`src/rtl/clksw_pkg.sv`:
```
package clksw_pkg;

  typedef enum logic [2:0] {
    ST_WAITRC = 3'd0,
    ST_RUNRC  = 3'd1,
    ST_GAP    = 3'd2,
    ST_RUNXT  = 3'd3,
    ST_SLEEP  = 3'd4
  } sysState_e;

  typedef struct packed {
    logic wantRc;
    logic wantXtal;
    logic gapLoad;
  } ctrlStrobe_t;

  localparam logic [1:0] POL_AUTO   = 2'd0;
  localparam logic [1:0] POL_MANUAL = 2'd1;

  localparam logic [1:0] SLP_RC   = 2'd0;
  localparam logic [1:0] SLP_XTAL = 2'd1;
  localparam logic [1:0] SLP_EXT  = 2'd2;

endpackage

```
`src/rtl/clksw_ctrl.sv`:
```
module clksw_ctrl
  import clksw_pkg::*;
(
  input  logic        clk,
  input  logic        rstN,
  input  logic        rcReady,
  input  logic        xtalReady,
  input  logic        wakeEvt,
  input  logic        sleepReq,
  input  logic        swSwitch,
  input  logic [1:0]  policy,
  input  logic        gapDone,
  output ctrlStrobe_t strobe,
  output logic        asleep,
  output logic        pending
);

  sysState_e state, stateNext;
  logic      pendNext;
  logic      autoGo, manGo, go;

  always_comb begin
    stateNext = state;
    pendNext  = 1'b0;
    autoGo    = 1'b0;
    manGo     = 1'b0;
    go        = 1'b0;
    case (state)
      ST_WAITRC: if (rcReady) stateNext = ST_RUNRC;
      ST_RUNRC: begin
        if (sleepReq) begin
          stateNext = ST_SLEEP;
        end else begin
          autoGo = (policy == POL_AUTO) && xtalReady;
          manGo  = (policy == POL_MANUAL) && (pending || swSwitch) && xtalReady;
          go     = autoGo || manGo;
          if (go) stateNext = ST_GAP;
          else    pendNext  = pending || ((policy == POL_MANUAL) && swSwitch);
        end
      end
      ST_GAP: begin
        if (sleepReq)     stateNext = ST_SLEEP;
        else if (gapDone) stateNext = ST_RUNXT;
      end
      ST_RUNXT: if (sleepReq) stateNext = ST_SLEEP;
      ST_SLEEP: if (wakeEvt)  stateNext = ST_WAITRC;
      default:  stateNext = ST_WAITRC;
    endcase
  end

  always_ff @(posedge clk or negedge rstN) begin
    if (!rstN) begin
      state   <= ST_WAITRC;
      pending <= 1'b0;
    end else begin
      state   <= stateNext;
      pending <= pendNext;
    end
  end

  always_comb begin
    strobe.wantRc   = (state == ST_RUNRC);
    strobe.wantXtal = (state == ST_RUNXT);
    strobe.gapLoad  = go;
  end

  assign asleep = (state == ST_SLEEP);

  // hold policy keeps the RC source while no sleep is requested
  a_r4_hold_stays: assert property (@(posedge clk) disable iff (!rstN)
    (state == ST_RUNRC && policy[1] && !sleepReq) |=> (state == ST_RUNRC));

  // a sleep request from any running state reaches sleep
  a_r6_sleep_entry: assert property (@(posedge clk) disable iff (!rstN)
    ((state == ST_RUNRC || state == ST_GAP || state == ST_RUNXT) && sleepReq)
      |=> (asleep && !pending));

endmodule

```
`src/rtl/clksw_datapath.sv`:
```
module clksw_datapath
  import clksw_pkg::*;
#(
  parameter int GAP_CYCLES = 2,
  parameter int DIV_BITS   = 5,
  localparam int CODE_W    = $clog2(DIV_BITS + 1),
  localparam int GAP_W     = $clog2(GAP_CYCLES + 1)
) (
  input  logic              clk,
  input  logic              rstN,
  input  ctrlStrobe_t       strobe,
  input  logic [CODE_W-1:0] divCode,
  output logic              rcSelEn,
  output logic              xtalSelEn,
  output logic              gapDone,
  output logic              cpuTick
);

  localparam logic [GAP_W-1:0]  GAP_LOAD = GAP_W'(GAP_CYCLES - 1);
  localparam logic [CODE_W-1:0] CODE_MAX = CODE_W'(DIV_BITS);

  logic [GAP_W-1:0]    gapCnt;
  logic [CODE_W-1:0]   divSel;
  logic [DIV_BITS-1:0] divCnt;
  logic [DIV_BITS-1:0] divMask;
  logic                sysOn;

  // select enables: registered so each is a clean level from one flop
  always_ff @(posedge clk or negedge rstN) begin
    if (!rstN) begin
      rcSelEn   <= 1'b0;
      xtalSelEn <= 1'b0;
    end else begin
      rcSelEn   <= strobe.wantRc;
      xtalSelEn <= strobe.wantXtal;
    end
  end

  // break-before-make gap timer
  always_ff @(posedge clk or negedge rstN) begin
    if (!rstN)                gapCnt <= '0;
    else if (strobe.gapLoad)  gapCnt <= GAP_LOAD;
    else if (gapCnt != '0)    gapCnt <= gapCnt - 1'b1;
  end
  assign gapDone = (gapCnt == '0);

  // CPU frequency selection and tick generation
  assign sysOn   = rcSelEn || xtalSelEn;
  assign divMask = {DIV_BITS{1'b1}} >> divSel;

  always_ff @(posedge clk or negedge rstN) begin
    if (!rstN) begin
      divSel  <= CODE_MAX;
      divCnt  <= '0;
      cpuTick <= 1'b0;
    end else begin
      if (divCode <= CODE_MAX) divSel <= divCode;
      divCnt  <= sysOn ? divCnt + 1'b1 : '0;
      cpuTick <= sysOn && ((divCnt & divMask) == '0);
    end
  end

  // the two system selects are never active together
  a_r5_exclusive: assert property (@(posedge clk) disable iff (!rstN)
    !(rcSelEn && xtalSelEn));

  // crystal select only rises out of a released RC select
  a_r5_break_first: assert property (@(posedge clk) disable iff (!rstN)
    $rose(xtalSelEn) |-> $past(!rcSelEn));

  // back-to-back ticks only at the full-rate setting
  a_r7_tick_spacing: assert property (@(posedge clk) disable iff (!rstN)
    (cpuTick && $past(cpuTick) && ($past(divSel) == $past(divSel, 2)))
      |-> ($past(divSel) == CODE_MAX));

endmodule

```
`src/rtl/clksw_slpsel.sv`:
```
module clksw_slpsel
  import clksw_pkg::*;
(
  input  logic       clk,
  input  logic       rstN,
  input  logic       slpSrcWr,
  input  logic [1:0] slpSrcSel,
  output logic [2:0] slpEn,
  output logic [1:0] slpSrc,
  output logic       locked
);

  logic accept;
  logic [2:0] srcOneHot;

  assign locked    = (slpSrc != SLP_RC);
  assign accept    = slpSrcWr && !locked &&
                     (slpSrcSel == SLP_XTAL || slpSrcSel == SLP_EXT);
  assign srcOneHot = 3'b001 << slpSrc;

  always_ff @(posedge clk or negedge rstN) begin
    if (!rstN) begin
      slpSrc <= SLP_RC;
      slpEn  <= 3'b001;
    end else begin
      if (accept) slpSrc <= slpSrcSel;
      slpEn <= accept ? 3'b000 : srcOneHot;
    end
  end

  // a locked sleep source never moves
  a_r10_locked_stable: assert property (@(posedge clk) disable iff (!rstN)
    locked |=> $stable(slpSrc));

  // at most one sleep source enabled at a time
  a_r9_onehot: assert property (@(posedge clk) disable iff (!rstN)
    $onehot0(slpEn));

endmodule

```
`src/rtl/clksw_top.sv`:
```
module clksw_top
  import clksw_pkg::*;
#(
  parameter int GAP_CYCLES = 2,
  parameter int DIV_BITS   = 5,
  localparam int CODE_W    = $clog2(DIV_BITS + 1)
) (
  input  logic              clk,
  input  logic              rstN,
  input  logic              rcReady,
  input  logic              xtalReady,
  input  logic              wakeEvt,
  input  logic              sleepReq,
  input  logic              swSwitch,
  input  logic [1:0]        policy,
  input  logic [CODE_W-1:0] divCode,
  input  logic              slpSrcWr,
  input  logic [1:0]        slpSrcSel,
  output logic              rcSelEn,
  output logic              xtalSelEn,
  output logic              cpuTick,
  output logic              asleep,
  output logic              slpRcEn,
  output logic              slpXtalEn,
  output logic              slpExtEn,
  output logic [4:0]        status
);

  ctrlStrobe_t strobe;
  logic        gapDone;
  logic        pending;
  logic [2:0]  slpEn;
  logic [1:0]  slpSrc;
  logic        locked;

  clksw_ctrl u_ctrl (
    .clk(clk), .rstN(rstN), .rcReady(rcReady), .xtalReady(xtalReady),
    .wakeEvt(wakeEvt), .sleepReq(sleepReq), .swSwitch(swSwitch),
    .policy(policy), .gapDone(gapDone), .strobe(strobe),
    .asleep(asleep), .pending(pending)
  );

  clksw_datapath #(.GAP_CYCLES(GAP_CYCLES), .DIV_BITS(DIV_BITS)) u_dp (
    .clk(clk), .rstN(rstN), .strobe(strobe), .divCode(divCode),
    .rcSelEn(rcSelEn), .xtalSelEn(xtalSelEn), .gapDone(gapDone),
    .cpuTick(cpuTick)
  );

  clksw_slpsel u_slp (
    .clk(clk), .rstN(rstN), .slpSrcWr(slpSrcWr), .slpSrcSel(slpSrcSel),
    .slpEn(slpEn), .slpSrc(slpSrc), .locked(locked)
  );

  assign slpRcEn   = slpEn[0];
  assign slpXtalEn = slpEn[1];
  assign slpExtEn  = slpEn[2];
  assign status    = {locked, slpSrc, pending, xtalSelEn};

endmodule

```
`config.mk`:
```
export PLATFORM = sky130hd
export DESIGN_NAME = clksw_top
export DESIGN_NICKNAME = d
export VERILOG_FILES = /design/src/rtl/clksw_pkg.sv /design/src/rtl/clksw_ctrl.sv /design/src/rtl/clksw_datapath.sv /design/src/rtl/clksw_slpsel.sv /design/src/rtl/clksw_top.sv
export SDC_FILE = /design/constraint.sdc
export NUM_CORES = 1
export LEC_CHECK = 0
export BUFFER_PORTS_ARGS = -buffer_cell sky130_fd_sc_hd__buf_2
export CORE_MARGIN = 1
export CORE_UTILIZATION = 45
export DETAILED_ROUTE_END_ITERATION = 10
export PLACE_DENSITY = 0.69
export RECOVER_POWER = 100
export SETUP_SLACK_MARGIN = 0.3
export SLEW_MARGIN = 20
export SYNTH_ARGS = -nofsm -noshare
export SYNTH_HDL_FRONTEND = slang
export SYNTH_HIERARCHICAL = 1
export SYNTH_SLANG_ARGS = --single-unit
```
`constraint.sdc`:
```
create_clock -name clk -period 4.7 [get_ports clk]
set_input_delay 0.47 -clock clk [delete_from_list [all_inputs] [get_ports clk]]
set_output_delay 0.47 -clock clk [all_outputs]
set_load 0.1 [all_outputs]
```
# Yosys cells after proc, flatten, opt, wreduce, memory -nomap -nowiden
# Cells that the tools add are included.
# W data, S select, Z words.
# op_classes
n_eq_ne	12
n_div	0
n_bitwise	1
n_lt_le_gt_ge	1
mul	0
shifts	2
n_mux	17
n_reduce_logical	21
n_addsub	2
# op_table
cell	count
$mux W3	8
$pmux W3 S5	1
$logic_and A1 B1 Y1	7
$eq A3 B2 Y1 const B	2
$ne A2 B2 Y1 const B	3
$ne A3 B3 Y1 const B	2
$reduce_bool A2 Y1	3
$add A5 B1 Y5 const B	1
$and A5 B5 Y5	1
$logic_not A5 Y1	1
$logic_or A1 B1 Y1	5
$mux W1	5
$mux W5	1
$reduce_and A5 Y1	1
$shr A5 B3 Y5 const A	1
$eq A2 B1 Y1 const B	2
$logic_not A2 Y1	2
$mux W2	2
$eq A3 B1 Y1 const B	1
$eq A3 B3 Y1 const B	1
$le A3 B3 Y1 const B	1
$logic_not A3 Y1	1
$shl A1 B2 Y3 const A	1
$eq A2 B2 Y1 const B	1
2 further kinds	2
# totals
ram_bits	0
reg_bits	22
latchBits	0
input_bits	15
mem_bits_ro	0
memories	0
out_inout_bits	12

# Longest topological paths before layout
# logic_depth
depth_word	7
mapped_depth	6
depth_no_buf	6

# Hierarchy
# Netlist, hierarchy kept.
# modules_own_cells
mod	area_each_um2	cells_each	seq_area_each_um2	n_inst
clksw_datapath	535.5	46	327.8	1
clksw_ctrl	304.0	32	100.1	1
clksw_slpsel	195.2	14	126.4	1
clksw_top	22.5	3	0.0	1

# Least setup slack after synthesis
# Ideal clock, no wire load.
# synth_timing
kind	register to output
startpoint	reg u_slp.slpSrc[1]
endpoint	out status[4]
path_stages_with_launch	3
slack_ns	2.751
required_time_ns	4.230
arrival_ns	1.479
cell_sequence	dfrtp_1 -> or2_4 -> buf_4
# synth_between
elab_chain_cells	1
# synth_rtl
element	line_no	rtl
from (decl)	clksw_slpsel.sv:9	output logic [1:0] slpSrc,
from (signal assigned)	clksw_slpsel.sv:26	if (accept) slpSrc <= slpSrcSel;
$reduce_bool A2 Y1	clksw_slpsel.sv:16	assign locked = (slpSrc != SLP_RC);
to (decl)	clksw_top.sv:26	output logic [4:0] status
# No other way between the ends.

# Final worst setup path
# layout_timing
startpoint	reg u_ctrl.state[0]
endpoint	out asleep
# layout_between
elab_chain_cells	1
# layout_rtl
element	line_no	rtl
from (decl)	clksw_ctrl.sv:18	sysState_e state, stateNext;
from (signal assigned)	clksw_ctrl.sv:56	state <= stateNext;
$eq A3 B3 Y1	clksw_ctrl.sv:67	assign asleep = (state == ST_SLEEP);
to (decl)	clksw_top.sv:22	output logic asleep,
# No other way between the ends.

==> summary.md <==
| Metric | Value |
|---|---|
| Worst slew margin | 22.5% |
| Final ANT Viol Nets | 0 |
| DRC viols | 0 |
| Max-Cap Viols | 0 |
| Power Dens Cells | 640 nW/µm² |
| Die Y | 50.5 µm |
| Synthesis Warnings | 6 |
| Initial DRC Count | 3 |
| Setup-failing EPs final | 0 |
| Hold path endpoint | u_slp/slpEn[0]$_DFF_PN1_ |
| CP endpoint kind | primary output |
| Worst Hold Class | in -> reg |
| Initial antenna violation count | 0 |
| Nets | 138 |
| Die area | 2550 µm² |
| Critical Path RT | 4230 ps |
| Actual slew at the worst max-slew pin | 1170 ps |
| CP Class | reg -> out |
| Final Critical Period | 2550 ps |
| Setup TNS | 0 ps |
| Post-CTS sizing | 0 |
| Global Route met3 Usage | 1.82% |
| Root Buffer | clkbuf_4 |
| Grt met1 use | 18.5% |
| Rows | 17 |
| Post-synthesis cell area | 1060 µm² |
| Hold path depth | 2 |
| Clock transition at path regs | 110 ps |
| Total grt overflow | 0 |
| Area grow syn2layout | 11.5% |
| Hold Vio Cnt, Final | 0 |
| Crit-path max FO | 7 |
| CTS Buf Count | 3 |
| Gr usage total | 15.1% |
| Leak Pwr | 0.548 nW |
| Final WL | 1.71 mm |
| Startpoint Class | flip-flop |
| DR WL/cell | 11.5 µm |
| Reg-to-Reg Start | u_ctrl/state[2]$_DFFE_PN0P_ |
| Post-detail-place hpwl | 1.27 mm |
| Total core area | 2210 µm² |
| Clock sinks | 22 |
| # Post-CTS Setup Buffers | 0 |
| Fin crit share | 54.2% |
| Final slew viol count | 0 |
| RSZ-0062 raised after global routing | no |
| Utilization after layout | 53.3% |
| Syn avg cell area | 11.1 µm² |
| CTS hold repair buffers | 0 |
| N_diodes | 0 |
| CTS tree | done |
| Largest net degree at the start of global routing | 23 |
| Clock latency on the worst-skew pair | 300 ps |
| Initial Util | 47.8% |
| Sequential fraction of the synthesis area | 52.4% |
| Psw | 387 µW |
| Post-Syn Nets | 112 |
| I/O pins | 27 |
| Sw frac | 51.4% |
| Layout cell share with drive strength beyond 1 | 18.3% |
| Comb pwr share | 49.9% |
| Post-synthesis cell type count | 40 |
| Hold Startpoint | slpSrcWr |
| Reg-to-reg setup timing slack | 2870 ps |
| IO buf count | 26 |
| CTS HTree Levels | 1 |
| Gpl congestion | 0.729 |
| Run status | completed |
| Flop pwr share | 38.6% |
| #FFs+latches synth | 22 |
| FF-to-FF End | u_ctrl/state[0]$_DFFE_PN0P_ |
| Most Crowded Layer GR | met2 |
| Maximum vdd drop | 0.299 mV |
| R2R cell count | 4 |
| First-pass GRT wire length | 2.85 mm |
| Max Root-Sink Buffers | 2 |
| Syn Inst Count | 95 |
| Final Skew | 6.39 ps |
| First drt pass iteration count | 4 |
| Share of total power in the clock network | 11.5% |
| Via count | 751 |
| Vias per std cell | 5.07 |
| WP data arrival | 2080 ps |
| Cell Int Power | 366 µW |
| Hold Slack | 327 ps |
| Vias in the first global route | 706 |
| GR Layer Usage met2 | 26.2% |
| Fmax | 0.392 GHz |
| DIE WIDTH | 50.5 µm |
## stage by stage
stage                     setup WS [ps]  instances  power [mW]  area (µm²)
after global routing               2060        148       0.807        1180
after detailed placement           2900        144       0.693        1180
final                              2150        148       0.754        1180
after CTS                          2580        148       0.780        1210
after floorplan                    2750         95       0.639        1060
after global placement             2920        144       0.684        1180
## placed cells by master, fill, tap and decap left out, types with 2 or more instances in the layout
master,instances
dfrtp_1,19
clkbuf_1,14
buf_2,13
nor2_1,11
inv_1,7
nor2b_1,4
xor2_1,4
clkbuf_4,3
nand2b_1,3
nand2_1,3
a21oi_1,3
nor3b_1,2
mux2_1,2
nand3_1,2
a21boi_0,2
ha_1,2
dfstp_2,2
or2_2,2
nor4bb_1,2
## power by group through the flow
stage | Combinational (mW) | Sequential [mW] | Clock (mW)
after floorplan | 0.224 | 0.415 | 0
after global placement | 0.392 | 0.292 | 0
after detailed placement | 0.398 | 0.295 | 0
after CTS | 0.399 | 0.292 | 0.0902
after global routing | 0.410 | 0.300 | 0.0968
final | 0.376 | 0.291 | 0.0866
## worst max-delay path by stage
stage	end	startpoint	cells after the start	slack [ps]
global route	asleep	u_ctrl/state[0]$_DFFE_PN0P_	3	2060
floorplan	status[4]	u_slp/slpSrc[1]$_DFFE_PN0P_	2	2750
finish	asleep	u_ctrl/state[0]$_DFFE_PN0P_	3	2150
global placement	u_ctrl/state[0]$_DFFE_PN0P_	sleepReq	5	2920
detailed placement	u_ctrl/state[0]$_DFFE_PN0P_	sleepReq	5	2900
CTS	asleep	u_ctrl/state[0]$_DFFE_PN0P_	3	2580
## routing by layer
layer / wire length [µm] / vias up
li1: - / 370
met2: 825 / 19
met3: 57 / 4
met4: 27 / 0
met1: 796 / 358
met5: 0 / -
## critical path, stage by stage (launching register included)
cell      delay (ps)
dfrtp_1          450
nor2_1           300
and2_1           170
clkbuf_1         850
## cells by family after synthesis
logic type               after synthesis  share of synthesized area, %
adder cells (fa/ha/maj)                2                          2.37
buffers and inverters                 12                          6.39
AO/OA/AOI/OAI                         15                          10.7
XOR/XNOR                               5                          4.14
AND/OR/NAND/NOR                       36                          20.6
multiplexers                           3                          3.43
flip-flops                            22                          52.4
## state kept, by name, summed over array words and instances, names as in the netlist
name,cells
u_slp/slpEn,3
u_ctrl/pending,1
u_slp/slpSrc,2
u_dp/divCnt,5
u_dp/xtalSelEn,1
u_dp/gapCnt,2
u_dp/cpuTick,1
u_dp/divSel,3
u_dp/rcSelEn,1
u_ctrl/state,3
## area by class of cell
| type | count | area, µm² |
|---|---|---|
| fill | 219 | 1030 |
| multi-input combinational | 61 | 423 |
| inverter | 7 | 26.3 |
| clock buffer | 4 | 26.3 |
| tap | 28 | 35.0 |
| timing repair buffer | 26 | 114 |
| sequential | 22 | 554 |
## synthesized netlist by cell type
| library cell | number | area share, % |
|---|---|---|
| dfstp_2 | 3 | 7.5 |
| nor3b_1 | 2 | 1.4 |
| a32oi_1 | 1 | 0.83 |
| nand2_2 | 1 | 0.59 |
| a211oi_2 | 1 | 1.2 |
| ha_1 | 2 | 2.4 |
| xnor2_1 | 1 | 0.83 |
| or3b_2 | 1 | 0.83 |
| or2_4 | 1 | 0.83 |
| a21oi_1 | 3 | 1.4 |
| a211o_1 | 1 | 0.83 |
| o211ai_1 | 1 | 0.71 |
| nand3_1 | 2 | 0.95 |
| nand3b_1 | 1 | 0.71 |
| dfrtp_1 | 19 | 45 |
| and2b_1 | 1 | 0.71 |
| xor2_1 | 4 | 3.3 |
| buf_6 | 1 | 1.1 |
| o211a_1 | 1 | 0.95 |
| a21boi_0 | 2 | 1.4 |
| mux2_1 | 1 | 1.1 |
| o21ai_0 | 1 | 0.47 |
| a211oi_1 | 1 | 0.71 |
| or2_1 | 1 | 0.59 |
| nor2b_1 | 4 | 2.4 |
| a22oi_1 | 1 | 0.71 |
| inv_1 | 7 | 2.5 |
| nor4b_1 | 1 | 0.83 |
| a31o_1 | 1 | 0.83 |
| mux2i_1 | 1 | 0.95 |
| a31oi_1 | 1 | 0.59 |
| nor4bb_1 | 2 | 1.9 |
| or2_2 | 1 | 0.59 |
| buf_4 | 4 | 2.8 |
| nand2b_1 | 3 | 1.8 |
| mux2_4 | 1 | 1.4 |
| or4b_4 | 1 | 1.3 |
| nand2_1 | 2 | 0.71 |
| and2_1 | 1 | 0.59 |
| nor2_1 | 11 | 3.9 |
Note: power is estimated with default switching activity, not from simulation.
